## src/rtl/sar_emu_pkg.sv

```systemverilog
package sar_emu_pkg;
  typedef enum logic [1:0] {
    WIRE_CONV   = 2'd0,
    WIRE_SINGLE = 2'd1,
    WIRE_CHAIN  = 2'd2,
    WIRE_RSVD   = 2'd3
  } wire_mode_e;

  typedef enum logic [1:0] {
    ST_IDLE  = 2'd0,
    ST_CONV  = 2'd1,
    ST_READY = 2'd2
  } conv_st_e;

  function automatic int ns_to_cycles(input int ns, input int period);
    return (ns + period - 1) / period;
  endfunction
endpackage

```

## src/rtl/sar_edge_det.sv

```systemverilog
module sar_edge_det #(
  parameter bit RISING = 1'b1
) (
  input  logic clk,
  input  logic rst,
  input  logic sig_i,
  output logic edge_o
);
  logic prev_q;

  always_ff @(posedge clk) begin
    if (rst) prev_q <= 1'b0;
    else     prev_q <= sig_i;
  end

  generate
    if (RISING) begin : g_rise
      assign edge_o = sig_i & ~prev_q;
    end else begin : g_fall
      assign edge_o = ~sig_i & prev_q;
    end
  endgenerate
endmodule

```

## src/rtl/sar_conv_ctrl.sv

```systemverilog
module sar_conv_ctrl
  import sar_emu_pkg::*;
#(
  parameter int NORM_CYC = 50,
  parameter int FAST_CYC = 40
) (
  input  logic     clk,
  input  logic     rst,
  input  logic     start_req,
  input  logic     fast_i,
  output conv_st_e state_o,
  output logic     start_o,
  output logic     done_o,
  output logic     busy_o
);
  localparam int MAX_CYC = (NORM_CYC > FAST_CYC) ? NORM_CYC : FAST_CYC;
  localparam int CNT_W   = $clog2(MAX_CYC + 1);

  conv_st_e         st_q;
  logic [CNT_W-1:0] cnt_q;
  logic             busy_q;

  assign start_o = start_req && (st_q != ST_CONV);
  assign done_o  = (st_q == ST_CONV) && (cnt_q == '0);
  assign state_o = st_q;
  assign busy_o  = busy_q;

  always_ff @(posedge clk) begin
    if (rst) begin
      st_q   <= ST_IDLE;
      cnt_q  <= '0;
      busy_q <= 1'b0;
    end else if (start_o) begin
      st_q   <= ST_CONV;
      cnt_q  <= fast_i ? CNT_W'(FAST_CYC - 1) : CNT_W'(NORM_CYC - 1);
      busy_q <= 1'b1;
    end else if (st_q == ST_CONV) begin
      if (cnt_q == '0) begin
        st_q   <= ST_READY;
        busy_q <= 1'b0;
      end else begin
        cnt_q <= cnt_q - 1'b1;
      end
    end
  end

  // busy holds until the window count reaches its end
  p_busy_hold_r2: assert property (@(posedge clk) disable iff (rst)
    (busy_q && !done_o) |=> busy_q);

  // busy only rises after a convert edge
  p_busy_src_r1: assert property (@(posedge clk) disable iff (rst)
    $rose(busy_q) |-> $past(start_req));

  // a running window is never reloaded
  p_no_reload_r3: assert property (@(posedge clk) disable iff (rst)
    (st_q == ST_CONV && cnt_q != '0) |=> (st_q == ST_CONV && cnt_q == $past(cnt_q) - 1'b1));
endmodule

```

## src/rtl/sar_out_shift.sv

```systemverilog
module sar_out_shift #(
  parameter int RES_BITS = 18,
  parameter bit DIFF_OUT = 1'b1
) (
  input  logic                clk,
  input  logic                rst,
  input  logic                start_i,
  input  logic                conv_i,
  input  logic                done_i,
  input  logic                ready_i,
  input  logic                sclk_rise_i,
  input  logic                sclk_fall_i,
  input  logic                sdi_i,
  input  logic                chain_i,
  input  logic                done_lvl_i,
  input  logic [RES_BITS-1:0] level_i,
  output logic                sdo_o
);
  logic [RES_BITS-1:0] code;
  logic [RES_BITS-1:0] shreg_q;
  logic                sdo_q;
  logic                cap_q;

  generate
    if (DIFF_OUT) begin : g_twos
      assign code = {~level_i[RES_BITS-1], level_i[RES_BITS-2:0]};
    end else begin : g_plain
      assign code = level_i;
    end
  endgenerate

  always_ff @(posedge clk) begin
    if (rst) begin
      shreg_q <= '0;
      sdo_q   <= 1'b0;
      cap_q   <= 1'b0;
    end else begin
      if (sclk_rise_i) cap_q <= sdi_i;
      if (start_i) begin
        shreg_q <= code;
        sdo_q   <= ~done_lvl_i;
      end else if (done_i) begin
        sdo_q <= done_lvl_i;
      end else if (conv_i) begin
        sdo_q <= ~done_lvl_i;
      end else if (ready_i && sclk_fall_i) begin
        sdo_q   <= shreg_q[RES_BITS-1];
        shreg_q <= {shreg_q[RES_BITS-2:0], chain_i ? cap_q : 1'b0};
      end
    end
  end

  assign sdo_o = sdo_q;

  // output holds between serial clock falling edges once data is ready
  p_sdo_hold_r6: assert property (@(posedge clk) disable iff (rst)
    (ready_i && !sclk_fall_i && !start_i) |=> $stable(sdo_q));
endmodule

```

## src/rtl/sar_port_emu.sv

```systemverilog
module sar_port_emu
  import sar_emu_pkg::*;
#(
  parameter int RES_BITS      = 18,
  parameter bit DIFF_OUT      = 1'b1,
  parameter int CLK_PERIOD_NS = 10,
  parameter int T_CONV_NS     = 500,
  parameter int T_FAST_NS     = 400
) (
  input  logic                clk,
  input  logic                rst,
  input  logic                cnv,
  input  logic                sdi,
  input  logic                sclk,
  input  logic                turbo,
  input  logic [1:0]          wiring_mode,
  input  logic [RES_BITS-1:0] sample_level,
  output logic                sdo,
  output logic                sdo_oe,
  output logic                busy,
  output logic                err_turbo_chain
);
  localparam int NORM_CYC = ns_to_cycles(T_CONV_NS, CLK_PERIOD_NS);
  localparam int FAST_CYC = ns_to_cycles(T_FAST_NS, CLK_PERIOD_NS);

  wire_mode_e mode;
  logic       chain;
  logic       cnv_rise, sclk_rise, sclk_fall;
  conv_st_e   st;
  logic       start, done, idle;
  logic       oe_n, oe_q, err_q;

  assign mode  = wire_mode_e'(wiring_mode);
  assign chain = (mode == WIRE_CHAIN);
  assign idle  = (st == ST_IDLE);

  sar_edge_det #(.RISING(1'b1)) u_cnv_rise  (.clk(clk), .rst(rst), .sig_i(cnv),  .edge_o(cnv_rise));
  sar_edge_det #(.RISING(1'b1)) u_sclk_rise (.clk(clk), .rst(rst), .sig_i(sclk), .edge_o(sclk_rise));
  sar_edge_det #(.RISING(1'b0)) u_sclk_fall (.clk(clk), .rst(rst), .sig_i(sclk), .edge_o(sclk_fall));

  sar_conv_ctrl #(.NORM_CYC(NORM_CYC), .FAST_CYC(FAST_CYC)) u_ctrl (
    .clk(clk), .rst(rst), .start_req(cnv_rise), .fast_i(turbo & ~chain),
    .state_o(st), .start_o(start), .done_o(done), .busy_o(busy)
  );

  sar_out_shift #(.RES_BITS(RES_BITS), .DIFF_OUT(DIFF_OUT)) u_shift (
    .clk(clk), .rst(rst), .start_i(start), .conv_i(st == ST_CONV), .done_i(done),
    .ready_i(st == ST_READY), .sclk_rise_i(sclk_rise), .sclk_fall_i(sclk_fall),
    .sdi_i(sdi), .chain_i(chain), .done_lvl_i(chain), .level_i(sample_level),
    .sdo_o(sdo)
  );

  always_comb begin
    case (mode)
      WIRE_SINGLE: oe_n = ~cnv;
      WIRE_CHAIN:  oe_n = ~(cnv & idle);
      default:     oe_n = ~sdi & ~(cnv & idle);
    endcase
  end

  always_ff @(posedge clk) begin
    if (rst) begin
      oe_q  <= 1'b0;
      err_q <= 1'b0;
    end else begin
      oe_q  <= oe_n;
      err_q <= turbo & chain;
    end
  end

  assign sdo_oe          = oe_q;
  assign err_turbo_chain = err_q;

  // no drive while idle with convert held high
  p_oe_idle_r8: assert property (@(posedge clk) disable iff (rst)
    (idle && cnv) |=> !sdo_oe);

  // error flag needs the fast request
  p_err_quiet_r9: assert property (@(posedge clk) disable iff (rst)
    !turbo |=> !err_turbo_chain);
endmodule

```

## config.mk

```make
export PLATFORM = sky130hd
export DESIGN_NAME = sar_port_emu
export DESIGN_NICKNAME = d
export VERILOG_FILES = /design/src/rtl/sar_emu_pkg.sv /design/src/rtl/sar_edge_det.sv /design/src/rtl/sar_conv_ctrl.sv /design/src/rtl/sar_out_shift.sv /design/src/rtl/sar_port_emu.sv
export SDC_FILE = /design/constraint.sdc
export NUM_CORES = 1
export LEC_CHECK = 0
export BUFFER_PORTS_ARGS = -buffer_cell sky130_fd_sc_hd__clkbuf_2
export CAP_MARGIN = 25
export CORE_MARGIN = 10
export CORE_UTILIZATION = 60
export CTS_BUF_LIST = sky130_fd_sc_hd__clkbuf_8 sky130_fd_sc_hd__clkbuf_16
export DETAILED_ROUTE_END_ITERATION = 16
export PLACE_DENSITY = 0.8
export RECOVER_POWER = 100
export SLEW_MARGIN = 20
export SYNTH_ARGS = -nofsm -noshare
export SYNTH_HDL_FRONTEND = slang
export SYNTH_HIERARCHICAL = 1
export SYNTH_SLANG_ARGS = --single-unit
```

## constraint.sdc

```tcl
create_clock -name clk -period 5.9 [get_ports clk]
set_input_delay 0.295 -clock clk [delete_from_list [all_inputs] [get_ports clk]]
set_output_delay 0.295 -clock clk [all_outputs]
set_load 0.1 [all_outputs]
```

==> results of run 1 <==
-- worst reg2reg max path, stage by stage (launching register included) --
cell and delay (ns):
dfxtp_1 0.40, inv_1 0.12, ha_1 0.26, nand4bb_1 0.17, nor2_1 0.11, and4bb_1 1.19
nor3_1 0.09, a2111oi_0 0.41
-- final timing paths --
path                                start                                to  slack (ns)  cells past startpoint
max          u_ctrl/cnt_q[0]$_SDFFE_PP0P_   u_shift/shreg_q[1]$_SDFFE_PP0P_        3.01                      7
min                      sample_level[17]  u_shift/shreg_q[17]$_SDFFE_PP0P_        0.21                      2
min reg2reg    u_shift/cap_q$_SDFFE_PP0P_        u_shift/cap_q$_SDFFE_PP0P_        0.51                      2
max reg2reg  u_ctrl/cnt_q[0]$_SDFFE_PP0P_   u_shift/shreg_q[1]$_SDFFE_PP0P_        3.01                      7
-- sequential cells by signal, summed over array words and instances, names as in the netlist --
| register | count |
|---|---|
| u_shift/shreg_q | 18 |
| u_ctrl/cnt_q | 6 |
| u_ctrl/state_o | 2 |
| err_turbo_chain | 1 |
| sdo_oe | 1 |
| u_cnv_rise/prev_q | 1 |
| u_sclk_fall/prev_q | 1 |
| u_sclk_rise/prev_q | 1 |
| u_shift/cap_q | 1 |
| u_shift/sdo_o | 1 |
-- cell families after synthesis --
group                      synth area share, %
muxes                                    0.539
AOI/OAI and AO/OA                         23.1
adders and majority gates                 2.70
DFF                                       35.6
buffers and inverters                     8.02
and+or+nand+nor                           30.0
-- metal layers --
layer  track usage (%)  wire length (µm)
met3              5.86               312
met5                 0                 0
met2              24.6              1820
met4              7.42                80
met1              16.4              1620
-- area by class of cell --
class	instances	area, µm²
Clock inverter	3	13.8
Clock buffer	5	68.8
Timing Repair Buffer	30	166
Fill cell	299	1070
Tap cell	33	41.3
Multi-Input combinational cell	139	953
Sequential cell	33	661
Inverter	8	30.0
-- layout by cell type (no fill, tap or decap), types with 5 or more instances in the layout --
cell type	Yosys	routed
a2111oi_0	0	14
a2111oi_2	19	5
a31oi_1	5	5
clkbuf_1	3	5
clkbuf_2	0	24
clkbuf_8	0	5
dfxtp_1	33	33
inv_1	7	8
nor2_1	40	40
nor2b_1	7	7
nor3_1	16	16
nor3_2	7	7
-- power by group through the flow --
stage | logic [mW] | registers [mW] | clock network (mW)
6_report | 0.135 | 0.261 | 0.162
5_1_grt | 0.151 | 0.263 | 0.177
4_1_cts | 0.150 | 0.261 | 0.167
3_5_place_dp | 0.149 | 0.266 | 0
3_3_place_gp | 0.139 | 0.265 | 0
2_1_floorplan | 0.104 | 0.279 | 0
-- metrics by stage --
| stage | power, mW | cells |
|---|---|---|
| CTS | 0.577 | 251 |
| global placement | 0.404 | 242 |
| finish | 0.558 | 251 |
| global route | 0.591 | 251 |
| floorplan | 0.382 | 194 |
| detailed placement | 0.415 | 243 |
==> impl_metrics.tcl, run 1 <==
set metrics [dict create \
    cts_sinks 33 \
    vdd_ir_drop_max_uv 190 \
    synth_area_leaders "dfxtp_1, a2111oi_2, nor2_1" \
    post-synth-top-count-cell "nor2_1" \
    ys_ff_latch 33 \
    cp_num_buf_inv 1 \
    row_count 20 \
    wl_mm 3.83 \
    crit_path_max_fanout 36 \
    p_switching_mw 0.180 \
    routabilityCongestion 0.929 \
    slowest_stage "and4bb_1" \
    required_ns 6.05 \
    hold_viol_final 0 \
    coreArea_mm2 0.00300 \
    synth_ff_type "dfxtp_1" \
    first_pass_iters 4 \
    vias_per_cell 6.14 \
    max_stage_delay_ns 1.19 \
    cts_buffers 5 \
    setup_viol 0 \
    violations "capacitance limit, slew limit" \
    htreeDepth 2 \
    cts-root-buf "clkbuf_8" \
    grt_usage_pct 15.0 \
    clk-insertion-delay-late_ns 0.29 \
    clk_pin_slew_ns 0.07 \
    netlist_instances 194 \
    nets 247 \
    fin_area_mm2 0.00193 \
    die_area_mm2 0.00572 \
    swShare_pct 32.3 \
    max_freq_ghz 0.346 \
    p_per_area_mw_per_mm2 288 \
    report.final.slew_viol_count 34 \
    clockPowerShare_pct 29.0 \
    p_leak_nw 0.763 \
    cts_resized 0 \
    min_period_ns 2.89 \
    end_kind "flop" \
    fin_ws_ns 3.01 \
    tightest_slew_ns 1.65 \
    synth_top_cell_by_area "dfxtp_1" \
    start_util_pct 61.8 \
    path_cells "inv_1 -> ha_1 -> nand4bb_1 -> nor2_1 -> and4bb_1 -> nor3_1 -> a2111oi_0" \
    die_y_um 75.6 \
    post_cts_buffers 0 \
    internal_power_mw 0.378 \
    grt_pass1_wl_mm 6.67 \
    cts_hold_buf 0 \
    drt_first_iter_violations 137 \
    cp.arrival_ns 3.04 \
    clk_path_buf_depth 2 \
    rsz0062_at_grt "false" \
    slew_headroom_pct -10.2 \
    io_pins 30 \
    drive_above_1_share_pct 23.9 \
    grt_pass1_vias 1578 \
    avgSynthCellArea_um2 9.56 \
    netlist.area_leader.share_pct 35.6 \
    ant_nets 0 \
    whs_ns 0.206 \
    grt_max_degree 37 \
    drc 0 \
    synth_fp_nets 224 \
    grt_antenna_before_repair 0 \
    die_x_um 75.6 \
    vias 1540 \
    finClkSkew_ns 0.00281 \
    seq_area_frac_synth_pct 35.6 \
    synth_edf_count 0 \
    portBuffers 29 \
    fin_crit_sh_pct 49.0 \
    dpl_cell_area_mm2 0.00195 \
    routedWlPerCell_um 15.3 \
    setup_tns_ns 0 \
    syn2layout_area_growth_pct 4.25 \
    cts_tree "built" \
    status "finished with violations" \
    overflow 0 \
    maxCapViolCount 1 \
    critPathKind "flop to flop" \
    cp_top_family "simple AND/OR/NAND/NOR gates" \
    netlist_top_cells_count "nor2_1, dfxtp_1, a2111oi_2, nor3_1" \
    dpl.hpwl_mm 2.74 \
    pre_cts_ws_ns 3.33 \
    fin_util_pct 64.4 \
    yosys_warnings 6 \
    hold_path_class "primary input to flop" \
    ys_types 44 \
    power_frac_comb_pct 24.2 \
    diodes 0 \
    seq_power_share_pct 46.8 \
    cp-start-kind "flop" \
    async_flop_share_pct 0 \
    synthesis.area_mm2 0.00186 \
]
(Power assumes the default switching activity.)
==> run 2, diff against run 1 <==
ABC_AREA = 1   (was default)
CORE_UTILIZATION = 56   (was 60)
PLACE_DENSITY = 0.75   (was 0.8)
clock period = 2.7 ns   (was 5.9 ns; I/O delays follow)
==> impl_metrics.tcl, run 2 <==
set metrics [dict create \
    status "completed" \
    htreeDepth 2 \
    ys_types 31 \
    ys_ff_latch 33 \
    start_util_pct 59.9 \
    cts_tree "built" \
    drc 0 \
    final_cells 340 \
    diodes 0 \
    routedWlPerCell_um 10.3 \
    p_leak_nw 0.899 \
    grt_pass1_vias 1504 \
    clk_path_buf_depth 2 \
    cts_resized 0 \
    synth_area_leaders "dfxtp_1, nand2_1, inv_1" \
    clk-insertion-delay-late_ns 0.27 \
    largest_reg_flops 18 \
    tightest_slew_ns 1.41 \
    synth_edf_count 0 \
    setup_viol 0 \
    max_freq_ghz 0.491 \
    cts-root-buf "clkbuf_8" \
    synth_top_cell_by_area "dfxtp_1" \
    critPathKind "flop to flop" \
    fin_crit_sh_pct 75.4 \
    vias 1579 \
    netlist_instances 268 \
    fin_ws_ns 0.663 \
    p_per_area_mw_per_mm2 621 \
    synth_fp_nets 298 \
    drive_above_1_share_pct 20.6 \
    max_stage_delay_ns 0.38 \
    nets 326 \
    portBuffers 29 \
    netlist_top_cells_count "nand2_1, inv_1, dfxtp_1, nor2_1, a21oi_1" \
    cp_num_buf_inv 3 \
    setup_tns_ns 0 \
    post-synth-top-count-cell "nand2_1" \
    cts_hold_buf 0 \
    grt_max_degree 30 \
    hold_path_class "primary input to flop" \
    final_common_cell "nand2_1" \
    grt_usage_pct 12.2 \
    grt_antenna_before_repair 0 \
    ant_nets 0 \
    routabilityCongestion 0.842 \
    die_area_mm2 0.00606 \
    report.final.slew_viol_count 0 \
    crit_path_max_fanout 18 \
    vdd_ir_drop_max_uv 395 \
    row_count 20 \
    hold_viol_final 0 \
    cts_sinks 33 \
    slowest_stage "dfxtp_1" \
    seq_area_frac_synth_pct 35.3 \
    dpl.hpwl_mm 2.56 \
    wl_mm 3.51 \
    avgSynthCellArea_um2 6.99 \
    die_x_um 77.8 \
    async_flop_share_pct 0 \
    dpl.cell_count 333 \
    path_cells "inv_1 -> nor2_1 -> inv_1 -> nor2_1 -> nor2_2 -> nand2_1 -> nand2_4 -> inv_6 -> nand2_1 -> a21oi_1" \
    cts_buffers 5 \
    multi_input_area_um2 882 \
    cp-start-kind "flop" \
    rsz0062_at_grt "false" \
    drt_first_iter_violations 103 \
    regMostFlops "u_shift/shreg_q" \
    maxCapViolCount 0 \
    cp_top_family "simple AND/OR/NAND/NOR gates" \
    netlist.area_leader.share_pct 35.3 \
    yosys_warnings 6 \
    first_pass_iters 4 \
    clk_pin_slew_ns 0.06 \
    required_ns 2.88 \
    finClkSkew_ns 0.00475 \
    final_cell_mix "nand2_1, inv_1, dfxtp_1, nor2_1, clkbuf_2" \
    grt_pass1_wl_mm 6.29 \
    nFillCells 315 \
    post_cts_buffers 0 \
    regArea_um2 661 \
    min_period_ns 2.04 \
    cp.arrival_ns 2.22 \
    synthesis.area_mm2 0.00187 \
    pre_cts_ws_ns 0.780 \
    overflow 0 \
    whs_ns 0.0845 \
    syn2layout_area_growth_pct 8.35 \
    vias_per_cell 4.64 \
    end_kind "flop" \
    fin_area_mm2 0.00203 \
    die_y_um 77.8 \
    slew_headroom_pct 5.95 \
    coreArea_mm2 0.00313 \
    dpl_cell_area_mm2 0.00200 \
    io_pins 30 \
    synth_ff_type "dfxtp_1" \
]
==> run 2: cell types whose count changed after synthesis, moves of 9 or more <==
cell       before  now
a21oi_2         0   11
a21oi_1         0   14
inv_1           7   42
o21ai_0         1   12
a2111oi_2      19    0
o21ai_1         0   10
nand2_2         0   12
nor2_1         40   25
nand3_1         1   10
nor3_1         16    2
nand2_1         3   62
==> run 2: worst paths after layout <==
path / start / slack [ns] / cells past startpoint / to
worst max-delay path: u_ctrl/state_o[0]$_SDFFE_PP0P_ / 0.66 / 10 / u_shift/shreg_q[1]$_SDFFE_PP0P_
worst min register to register: u_shift/shreg_q[13]$_SDFFE_PP0P_ / 0.47 / 2 / u_shift/shreg_q[13]$_SDFFE_PP0P_
worst min-delay path: turbo / 0.08 / 3 / err_turbo_chain$_SDFF_PP0_
worst max register to register: u_ctrl/state_o[0]$_SDFFE_PP0P_ / 0.66 / 10 / u_shift/shreg_q[1]$_SDFFE_PP0P_
==> run 2: per-layer routing <==
metal	track usage [%]	routed length, µm
met5	0	0
met4	4.74	20
met3	3.57	141
met2	19.4	1620
met1	15.1	1730
==> run 2: kinds of logic (layout without fill, tap and decap cells) <==
kind of cell	after synthesis	after routing	synth area share (%)
flip-flops	33	33	35.3
AND/OR/NAND/NOR	122	122	30.9
buffers and inverters	59	87	15.0
multiplexers	1	1	0.534
AO/OA/AOI/OAI	49	49	15.6
adder cells (fa/ha/maj)	4	4	2.67
==> run 2: worst register-to-register path, stage by stage (launching register included) <==
cell and delay (ns):
dfxtp_1 0.38, inv_1 0.08, nor2_1 0.35, inv_1 0.08
nor2_1 0.31, nor2_2 0.09, nand2_1 0.11, nand2_4 0.16
inv_6 0.20, nand2_1 0.08, a21oi_1 0.13
==> run 2: per-stage QoR <==
stage | utilization (%) | power [mW]
CTS | 66.6 | 1.30
finish | 64.9 | 1.26
global route | 64.9 | 1.34
detailed placement | 63.9 | 0.930
floorplan | - | 0.875
global placement | 63.9 | 0.926
==> run 2: power by group <==
group | leakage [nW] | total (mW) | switching [mW] | internal [mW]
sequential | 0.270 | 0.553 | 0.0276 | 0.526
clock | 0.0485 | 0.364 | 0.166 | 0.198
combinational | 0.581 | 0.343 | 0.232 | 0.111
==> run 2: area by class of cell <==
class | count | share of cell area [%]
Clock buffer | 6 | 4.07
Clock inverter | 1 | 0.185
Inverter | 50 | 9.80
Multi-Input combinational cell | 176 | 43.5
Sequential cell | 33 | 32.6
Tap cell | 44 | 2.71
Timing Repair Buffer | 30 | 7.21
